File: config.mk
export PLATFORM = sky130hd
export DESIGN_NAME = audio_ctl_i2c_slave
export DESIGN_NICKNAME = d
export VERILOG_FILES = /design/src/rtl/aud_ctl_pkg.sv /design/src/rtl/i2c_line_sampler.sv /design/src/rtl/i2c_write_engine.sv /design/src/rtl/ctl_reg_bank.sv /design/src/rtl/audio_ctl_i2c_slave.sv
export SDC_FILE = /design/constraint.sdc
export NUM_CORES = 1
export LEC_CHECK = 0
export ABC_CLOCK_PERIOD_IN_PS = 2700
export BUFFER_PORTS_ARGS = -buffer_cell sky130_fd_sc_hd__buf_2
export CORE_MARGIN = 3
export CORE_UTILIZATION = 58
export CTS_BUF_LIST = sky130_fd_sc_hd__clkbuf_4
export CTS_CLUSTER_DIAMETER = 150
export DETAILED_ROUTE_END_ITERATION = 6
export PLACE_DENSITY = 0.82
export RECOVER_POWER = 50
export SYNTH_ARGS = -nofsm -noshare
export SYNTH_HDL_FRONTEND = slang
export SYNTH_SLANG_ARGS = --single-unit
export TNS_END_PERCENT = 5
File: constraint.sdc
create_clock -name clk -period 2.7 [get_ports clk]
set_clock_uncertainty 0.1 [all_clocks]
set_input_delay 0.675 -clock clk [delete_from_list [all_inputs] [get_ports clk]]
set_output_delay 0.675 -clock clk [all_outputs]
set_load 0.03 [all_outputs]
File: src/rtl/aud_ctl_pkg.sv
package aud_ctl_pkg;

  typedef enum logic [1:0] {
    ST_IDLE = 2'd0,
    ST_RX   = 2'd1,
    ST_ACK  = 2'd2,
    ST_SKIP = 2'd3
  } rx_state_e;

  typedef enum logic [1:0] {
    PH_ADDR = 2'd0,
    PH_SUB  = 2'd1,
    PH_DATA = 2'd2
  } rx_phase_e;

  // Reset contents of each control slot (slot 3 is an unused hole)
  function automatic logic [7:0] slot_default(input int unsigned idx);
    logic [7:0] v;
    case (idx)
      0:       v = 8'h02;
      1:       v = 8'h0E;
      2:       v = 8'h38;
      4:       v = 8'h0F;
      5:       v = 8'h0E;
      6, 7:    v = 8'h78;
      default: v = 8'h00;
    endcase
    return v;
  endfunction

endpackage

File: src/rtl/i2c_line_sampler.sv
module i2c_line_sampler #(
  parameter int SYNC_STAGES = 2
) (
  input  logic clk,
  input  logic rst_n,
  input  logic scl_i,
  input  logic sda_i,
  output logic sda_lvl,
  output logic scl_rise,
  output logic scl_fall,
  output logic start_det,
  output logic stop_det
);

  logic [SYNC_STAGES-1:0] scl_pipe_q, sda_pipe_q;
  logic [SYNC_STAGES-1:0] scl_pipe_d, sda_pipe_d;
  logic scl_prev_q, sda_prev_q;
  logic scl_s, sda_s;

  assign scl_pipe_d = {scl_pipe_q[SYNC_STAGES-2:0], scl_i};
  assign sda_pipe_d = {sda_pipe_q[SYNC_STAGES-2:0], sda_i};
  assign scl_s = scl_pipe_q[SYNC_STAGES-1];
  assign sda_s = sda_pipe_q[SYNC_STAGES-1];

  always_ff @(posedge clk or negedge rst_n) begin
    if (!rst_n) begin
      scl_pipe_q <= '1;
      sda_pipe_q <= '1;
      scl_prev_q <= 1'b1;
      sda_prev_q <= 1'b1;
    end else begin
      scl_pipe_q <= scl_pipe_d;
      sda_pipe_q <= sda_pipe_d;
      scl_prev_q <= scl_s;
      sda_prev_q <= sda_s;
    end
  end

  // conditions are seen only while SCL stays high over both samples
  assign sda_lvl   = sda_s;
  assign scl_rise  = scl_s & ~scl_prev_q;
  assign scl_fall  = ~scl_s & scl_prev_q;
  assign start_det = scl_s & scl_prev_q & sda_prev_q & ~sda_s;
  assign stop_det  = scl_s & scl_prev_q & ~sda_prev_q & sda_s;

endmodule

File: src/rtl/i2c_write_engine.sv
module i2c_write_engine
  import aud_ctl_pkg::*;
#(
  parameter int         DATA_W   = 8,
  parameter int         IDX_W    = 4,
  parameter logic [7:0] DEV_ADDR = 8'h88
) (
  input  logic              clk,
  input  logic              rst_n,
  input  logic              sda_lvl,
  input  logic              scl_rise,
  input  logic              scl_fall,
  input  logic              start_det,
  input  logic              stop_det,
  output logic              sda_oe,
  output logic              wr_valid,
  output logic [IDX_W-1:0]  wr_idx,
  output logic [DATA_W-1:0] wr_data
);

  localparam int CNT_W    = $clog2(DATA_W + 1);
  localparam int AUTO_BIT = IDX_W;

  rx_state_e         state_q, state_d;
  rx_phase_e         phase_q, phase_d;
  logic [CNT_W-1:0]  bitcnt_q, bitcnt_d;
  logic [DATA_W-1:0] shreg_q, shreg_d;
  logic [IDX_W-1:0]  idx_q, idx_d;
  logic              auto_q, auto_d;
  logic              ack_q, ack_d;
  logic              wv_q, wv_d;
  logic [IDX_W-1:0]  widx_q, widx_d;
  logic [DATA_W-1:0] wdat_q, wdat_d;
  logic              byte_done;

  assign byte_done = scl_fall && (bitcnt_q == CNT_W'(DATA_W));

  always_comb begin
    state_d  = state_q;
    phase_d  = phase_q;
    bitcnt_d = bitcnt_q;
    shreg_d  = shreg_q;
    idx_d    = idx_q;
    auto_d   = auto_q;
    ack_d    = ack_q;
    wv_d     = 1'b0;
    widx_d   = widx_q;
    wdat_d   = wdat_q;
    if (start_det) begin
      state_d  = ST_RX;
      phase_d  = PH_ADDR;
      bitcnt_d = '0;
      ack_d    = 1'b0;
    end else if (stop_det) begin
      state_d = ST_IDLE;
      ack_d   = 1'b0;
    end else begin
      case (state_q)
        ST_RX: begin
          if (scl_rise && (bitcnt_q < CNT_W'(DATA_W))) begin
            shreg_d  = {shreg_q[DATA_W-2:0], sda_lvl};
            bitcnt_d = bitcnt_q + 1'b1;
          end else if (byte_done) begin
            case (phase_q)
              PH_ADDR: begin
                if (shreg_q == DATA_W'(DEV_ADDR)) begin
                  ack_d   = 1'b1;
                  state_d = ST_ACK;
                  phase_d = PH_SUB;
                end else begin
                  state_d = ST_SKIP;
                end
              end
              PH_SUB: begin
                idx_d   = shreg_q[IDX_W-1:0];
                auto_d  = shreg_q[AUTO_BIT];
                ack_d   = 1'b1;
                state_d = ST_ACK;
                phase_d = PH_DATA;
              end
              default: begin
                wv_d    = 1'b1;
                widx_d  = idx_q;
                wdat_d  = shreg_q;
                if (auto_q) idx_d = idx_q + 1'b1;
                ack_d   = 1'b1;
                state_d = ST_ACK;
              end
            endcase
          end
        end
        ST_ACK: begin
          if (scl_fall) begin
            ack_d    = 1'b0;
            bitcnt_d = '0;
            state_d  = ST_RX;
          end
        end
        default: ;
      endcase
    end
  end

  always_ff @(posedge clk or negedge rst_n) begin
    if (!rst_n) begin
      state_q  <= ST_IDLE;
      phase_q  <= PH_ADDR;
      bitcnt_q <= '0;
      shreg_q  <= '0;
      idx_q    <= '0;
      auto_q   <= 1'b0;
      ack_q    <= 1'b0;
      wv_q     <= 1'b0;
      widx_q   <= '0;
      wdat_q   <= '0;
    end else begin
      state_q  <= state_d;
      phase_q  <= phase_d;
      bitcnt_q <= bitcnt_d;
      shreg_q  <= shreg_d;
      idx_q    <= idx_d;
      auto_q   <= auto_d;
      ack_q    <= ack_d;
      wv_q     <= wv_d;
      widx_q   <= widx_d;
      wdat_q   <= wdat_d;
    end
  end

  assign sda_oe   = ack_q;
  assign wr_valid = wv_q;
  assign wr_idx   = widx_q;
  assign wr_data  = wdat_q;

  // the acknowledge starts only right after an SCL falling edge
  a_r2_ack_after_fall: assert property (@(posedge clk) disable iff (!rst_n)
    $rose(sda_oe) |-> $past(scl_fall));

  // the acknowledge is held across the SCL rising edge of the ninth clock
  a_r2_ack_held_high: assert property (@(posedge clk) disable iff (!rst_n)
    (sda_oe && scl_rise) |=> sda_oe);

  // a data write request is a single-cycle event
  a_r10_write_single: assert property (@(posedge clk) disable iff (!rst_n)
    wr_valid |=> !wr_valid);

  // consecutive stepping writes land on consecutive indices
  a_r6_step_index: assert property (@(posedge clk) disable iff (!rst_n)
    (wr_valid && auto_q && $past(wr_valid && auto_q, 1) == 1'b0 && !start_det)
      |-> (idx_q == wr_idx + 1'b1));

endmodule

File: src/rtl/ctl_reg_bank.sv
module ctl_reg_bank
  import aud_ctl_pkg::*;
#(
  parameter int NUM_REGS = 8,
  parameter int DATA_W   = 8,
  parameter int IDX_W    = 4,
  parameter int HOLE_IDX = 3
) (
  input  logic                       clk,
  input  logic                       rst_n,
  input  logic                       wr_valid,
  input  logic [IDX_W-1:0]           wr_idx,
  input  logic [DATA_W-1:0]          wr_data,
  output logic [NUM_REGS*DATA_W-1:0] regs_flat,
  output logic                       stb,
  output logic [$clog2(NUM_REGS)-1:0] stb_idx
);

  localparam int SEL_W = $clog2(NUM_REGS);

  logic [DATA_W-1:0] slot_q [NUM_REGS];
  logic              write_ok;
  logic              stb_q;
  logic [SEL_W-1:0]  stb_idx_q;

  // the hole and out-of-range indices never reach storage
  assign write_ok = wr_valid && (wr_idx < IDX_W'(NUM_REGS)) &&
                    (wr_idx != IDX_W'(HOLE_IDX));

  always_ff @(posedge clk or negedge rst_n) begin
    if (!rst_n) begin
      for (int i = 0; i < NUM_REGS; i++) slot_q[i] <= DATA_W'(slot_default(i));
    end else begin
      for (int i = 0; i < NUM_REGS; i++) begin
        if (write_ok && (wr_idx == IDX_W'(i))) slot_q[i] <= wr_data;
      end
    end
  end

  always_ff @(posedge clk or negedge rst_n) begin
    if (!rst_n) begin
      stb_q     <= 1'b0;
      stb_idx_q <= '0;
    end else begin
      stb_q <= write_ok;
      if (write_ok) stb_idx_q <= wr_idx[SEL_W-1:0];
    end
  end

  for (genvar g = 0; g < NUM_REGS; g++) begin : g_flat
    assign regs_flat[g*DATA_W +: DATA_W] = slot_q[g];
  end

  assign stb     = stb_q;
  assign stb_idx = stb_idx_q;

  // a strobe never names the hole
  a_r7_no_hole_strobe: assert property (@(posedge clk) disable iff (!rst_n)
    stb |-> (stb_idx != SEL_W'(HOLE_IDX)));

  // register contents move only together with a strobe
  a_r10_change_with_stb: assert property (@(posedge clk) disable iff (!rst_n)
    !$stable(regs_flat) |-> stb);

  // the hole slot keeps reading zero
  a_r8_hole_zero: assert property (@(posedge clk) disable iff (!rst_n)
    regs_flat[HOLE_IDX*DATA_W +: DATA_W] == '0);

endmodule

File: src/rtl/audio_ctl_i2c_slave.sv
module audio_ctl_i2c_slave #(
  parameter int         NUM_REGS    = 8,
  parameter int         DATA_W      = 8,
  parameter int         IDX_W       = 4,
  parameter int         SYNC_STAGES = 2,
  parameter logic [7:0] DEV_ADDR    = 8'h88
) (
  input  logic                        clk,
  input  logic                        rst_n,
  input  logic                        scl_i,
  input  logic                        sda_i,
  output logic                        sda_oe_o,
  output logic [NUM_REGS*DATA_W-1:0]  regs_o,
  output logic                        wr_stb_o,
  output logic [$clog2(NUM_REGS)-1:0] wr_idx_o
);

  logic              sda_lvl, scl_rise, scl_fall, start_det, stop_det;
  logic              wr_valid;
  logic [IDX_W-1:0]  wr_idx;
  logic [DATA_W-1:0] wr_data;

  i2c_line_sampler #(.SYNC_STAGES(SYNC_STAGES)) u_sampler (
    .clk       (clk),
    .rst_n     (rst_n),
    .scl_i     (scl_i),
    .sda_i     (sda_i),
    .sda_lvl   (sda_lvl),
    .scl_rise  (scl_rise),
    .scl_fall  (scl_fall),
    .start_det (start_det),
    .stop_det  (stop_det)
  );

  i2c_write_engine #(.DATA_W(DATA_W), .IDX_W(IDX_W), .DEV_ADDR(DEV_ADDR)) u_engine (
    .clk       (clk),
    .rst_n     (rst_n),
    .sda_lvl   (sda_lvl),
    .scl_rise  (scl_rise),
    .scl_fall  (scl_fall),
    .start_det (start_det),
    .stop_det  (stop_det),
    .sda_oe    (sda_oe_o),
    .wr_valid  (wr_valid),
    .wr_idx    (wr_idx),
    .wr_data   (wr_data)
  );

  ctl_reg_bank #(.NUM_REGS(NUM_REGS), .DATA_W(DATA_W), .IDX_W(IDX_W)) u_bank (
    .clk       (clk),
    .rst_n     (rst_n),
    .wr_valid  (wr_valid),
    .wr_idx    (wr_idx),
    .wr_data   (wr_data),
    .regs_flat (regs_o),
    .stb       (wr_stb_o),
    .stb_idx   (wr_idx_o)
  );

endmodule

==> qor.yml <==
clock_network:
  clk-insertion-delay-late_ns: 0.46
  htreeDepth: 3
  tritoncts: "yes"
  clock-root-buffer: "clkbuf_4"
  clock_sinks: 109
  cts_buffer_depth: 2
  cts_made_buffers: 9
  postCtsSetupBuffers: 0
  clkTransAtPathRegs_ns: 0.16
setup_path:
  worstSetupEndpoint: "u_engine.bitcnt_q[2]"
  reg2reg_depth: 5
  crit_type: "flip-flop to flip-flop"
  crit_arrival_ns: 2.29
  timing.rr.start: "u_sampler.scl_pipe_q[1]"
  cp_max_fo: 10
  worstPathRequired_ns: 2.92
  end_kind: "flip-flop"
  startpoint_type: "flip-flop"
  startpoint: "u_sampler.scl_pipe_q[1]"
  r2r_setup_slack_ns: 0.63
  r2r-end: "u_engine.bitcnt_q[2]"
yosys:
  synth-seq-cells: 109
  async_flop_share_pct: 100
  postSynthCellCount: 321
  netlist_area_um2: 4460
  yosys_warnings: 0
  synth_nets: 330
  ys_seq_area_share_pct: 62.0
  synth_ff_type: "dfrtp_1"
  synth_cell_types: 45
  synth.avg_cell_area_um2: 13.9
  synth_edf_count: 0
timing:
  setup_tns_ns: 0
  finalHoldViolations: 0
  min_period_ns: 2.07
  layout_setup_ws_ns: 0.626
  slew_headroom_pct: 51.2
  post-route-period-util_pct: 76.8
  slew_viol_final: 0
  setup-violations-final: 0
  worstMarginPinSlew_ns: 0.729
  fmax_mhz: 482
  rsz0062_at_grt: "no"
global_routing:
  antenna_found_initial: 0
  grt_max_degree: 50
  grt_pass1_vias: 2721
  grt_pass1_wl_mm: 13.4
  track_usage_pct: 19.7
  gr-total-overflow: 0
pwr:
  seqPwrFrac_pct: 58.7
  switching_share_pct: 30.7
  power.leakage_nw: 2.62
  p_sw_w: 0.000962
  clkPwrFrac_pct: 24.4
  intPower_w: 0.00217
  combPwrFrac_pct: 17.0
  vdd_drop_max_mv: 0.436
  power.density_nw_per_um2: 622
finish:
  num-fill-cells: 543
  fin_nets: 400
  drive_above_1_share_pct: 51.3
  antenna_cells: 0
  syn2layout_area_growth_pct: 13.1
flow_run:
  maxCapViolCount: 0
die:
  ios: 73
  initial_utilization_pct: 60.5
  chipWidth_um: 93.7
  dieArea_um2: 8770
  core_area_um2: 7370
  fp.dieH_um: 93.7
  row_count: 31
routing:
  wl_met3_um: 426
  met2_length_mm: 3.84
  drtPass1Iterations: 5
  final_antenna_net_count: 0
  wl_per_cell_um: 16.2
  viasPerCell: 5.52
  top_layer_used: "met4"
  wl_met1_mm: 3.57
  drc: 0
  first_iter_violations: 88
  routed_wirelength_mm: 8.01
  vias: 2732
worst_hold_path:
  min_path_type: "input port to flip-flop"
place:
  gp_congestion: 0.812
  hpwlAfterDp_mm: 5.91
  io_buffers: 72
  preCtsSetupSlack_ns: 0.631
outcome:
  status: "finished clean"
cell type report:
cell class / instances / area (um^2) / area share [%]
Timing Repair Buffer: 75 / 398 / 7.89
Inverter: 12 / 45.0 / 0.894
Clock inverter: 7 / 65.1 / 1.29
Tap cell: 99 / 124 / 2.46
Sequential cell: 109 / 2760 / 54.8
Multi-Input combinational cell: 184 / 1580 / 31.3
Clock buffer: 9 / 67.6 / 1.34
worst max-delay path, stage by stage, from the launching register on:
cell and delay [ns]:
dfstp_1 0.70, or3b_1 0.42, nor2_2 0.13, o21ai_0 0.16, o311ai_1 0.25, o311ai_0 0.19
power groups by stage:
stage,Sequential (W),Combinational [W],Clock (W)
2_1_floorplan,0.00185,0.000400,0
3_3_place_gp,0.00187,0.000517,0
3_5_place_dp,0.00187,0.000535,0
4_1_cts,0.00184,0.000539,0.000791
5_1_grt,0.00186,0.000602,0.000861
6_report,0.00184,0.000532,0.000765
registers in the layout, summed over array words and instances (netlist names):
name and count:
u_bank.regs_flat 64, u_engine.shreg_q 8, u_engine.wr_data 8, u_engine.bitcnt_q 4
u_engine.idx_q 4, u_engine.wr_idx 4, u_bank.stb_idx 3, u_engine.phase_q 2
u_engine.state_q 2, u_sampler.scl_pipe_q 2, u_sampler.sda_pipe_q 2, u_bank.stb 1
u_engine.auto_q 1, u_engine.sda_oe 1, u_engine.wr_valid 1, u_sampler.scl_prev_q 1
u_sampler.sda_prev_q 1
cells by family (layout without fill, tap and decap cells):
| kind of cell | after synthesis | after routing | share of synthesized area, % |
|---|---|---|---|
| and+or+nand+nor | 59 | 59 | 7.61 |
| adders and majority gates | 5 | 5 | 1.40 |
| AOI/OAI and AO/OA | 42 | 42 | 6.40 |
| DFF | 109 | 109 | 62.0 |
| xor gates and xnor gates | 1 | 1 | 0.197 |
| buffers and inverters | 28 | 103 | 2.58 |
| muxes | 77 | 77 | 19.8 |
placed cells by master, fill, tap and decap left out, drive strengths merged, types with 2 or more instances in the layout:
master / Yosys / layout
inv: 12 / 16
nor2: 15 / 15
or3b: 2 / 2
a21oi: 13 / 13
mux2i: 2 / 2
o211ai: 2 / 2
clkbuf: 13 / 10
dfstp: 28 / 28
nor3b: 2 / 2
nand2: 19 / 19
o221ai: 2 / 2
nand3: 6 / 6
ha: 5 / 5
nor4b: 2 / 2
o311ai: 2 / 2
a21o: 2 / 2
or3: 2 / 2
a211oi: 4 / 4
nor3: 2 / 2
buf: 3 / 73
nand2b: 2 / 2
o21ai: 7 / 7
o22ai: 5 / 5
dfrtp: 81 / 81
mux2: 75 / 75
clkinv: 0 / 2
nor2b: 3 / 3
metal layers:
metal,up-vias,track usage (%)
li1,1275,-
met1,1343,25.8
met2,94,32.3
met3,20,4.33
met4,0,7.46
met5,-,0
cell usage after synthesis, types with 2 or more instances:
library cell  instances  area share, %
ha_1                  5            1.4
or3b_1                2           0.39
nand2b_1              2           0.28
a21o_1                2           0.34
o211ai_1              2           0.34
buf_2                 2           0.22
or3_1                 2           0.28
a211oi_1              3           0.51
inv_1                12            1.0
nor2b_1               3           0.42
mux2_4                5            1.7
mux2i_1               2           0.45
dfstp_2              28             17
nand2_1              18            1.5
nor4b_1               2           0.39
nor2_2                2           0.28
clkbuf_1             13            1.1
mux2_2               70             18
nand3_1               6           0.67
a21oi_1              12            1.3
o22ai_1               5           0.70
dfrtp_1              81             45
o221ai_1              2           0.39
o21ai_0               7           0.79
nor2_1               13            1.1
per-stage QoR:
stage | total power (W) | cell area, um^2 | instances | utilization [%] | hold slack [ns]
after detailed placement | 0.00240 | 4900 | 478 | 66.5 | 0.247
after global placement | 0.00238 | 4900 | 478 | 66.5 | 0.246
final | 0.00314 | 5040 | 495 | 68.4 | 0.206
after CTS | 0.00317 | 5040 | 495 | 68.4 | 0.173
after floorplan | 0.00225 | 4460 | 321 | - | 0.245
after global routing | 0.00332 | 5040 | 495 | 68.4 | 0.164
how the worst min path moves through the flow:
| stage | start | to | depth (start not counted) | slack (ns) |
|---|---|---|---|---|
| final | sda_i | u_sampler.sda_pipe_q[0] | 1 | 0.21 |
| after global routing | sda_i | u_sampler.sda_pipe_q[0] | 1 | 0.16 |
| after CTS | sda_i | u_sampler.sda_pipe_q[0] | 1 | 0.17 |
| after detailed placement | u_sampler.scl_pipe_q[0] | u_sampler.scl_pipe_q[1] | 0 | 0.25 |
| after global placement | u_sampler.sda_pipe_q[0] | u_sampler.sda_pipe_q[1] | 0 | 0.25 |
| after floorplan | u_sampler.scl_pipe_q[0] | u_sampler.scl_pipe_q[1] | 0 | 0.25 |
repair_timing:
item                                   in CTS  in global routing
resized for setup                           0                  0
hold buffers                                1                  0
endpoints found under the hold margin       4                  0
Power figures use the tool's default switching activity.
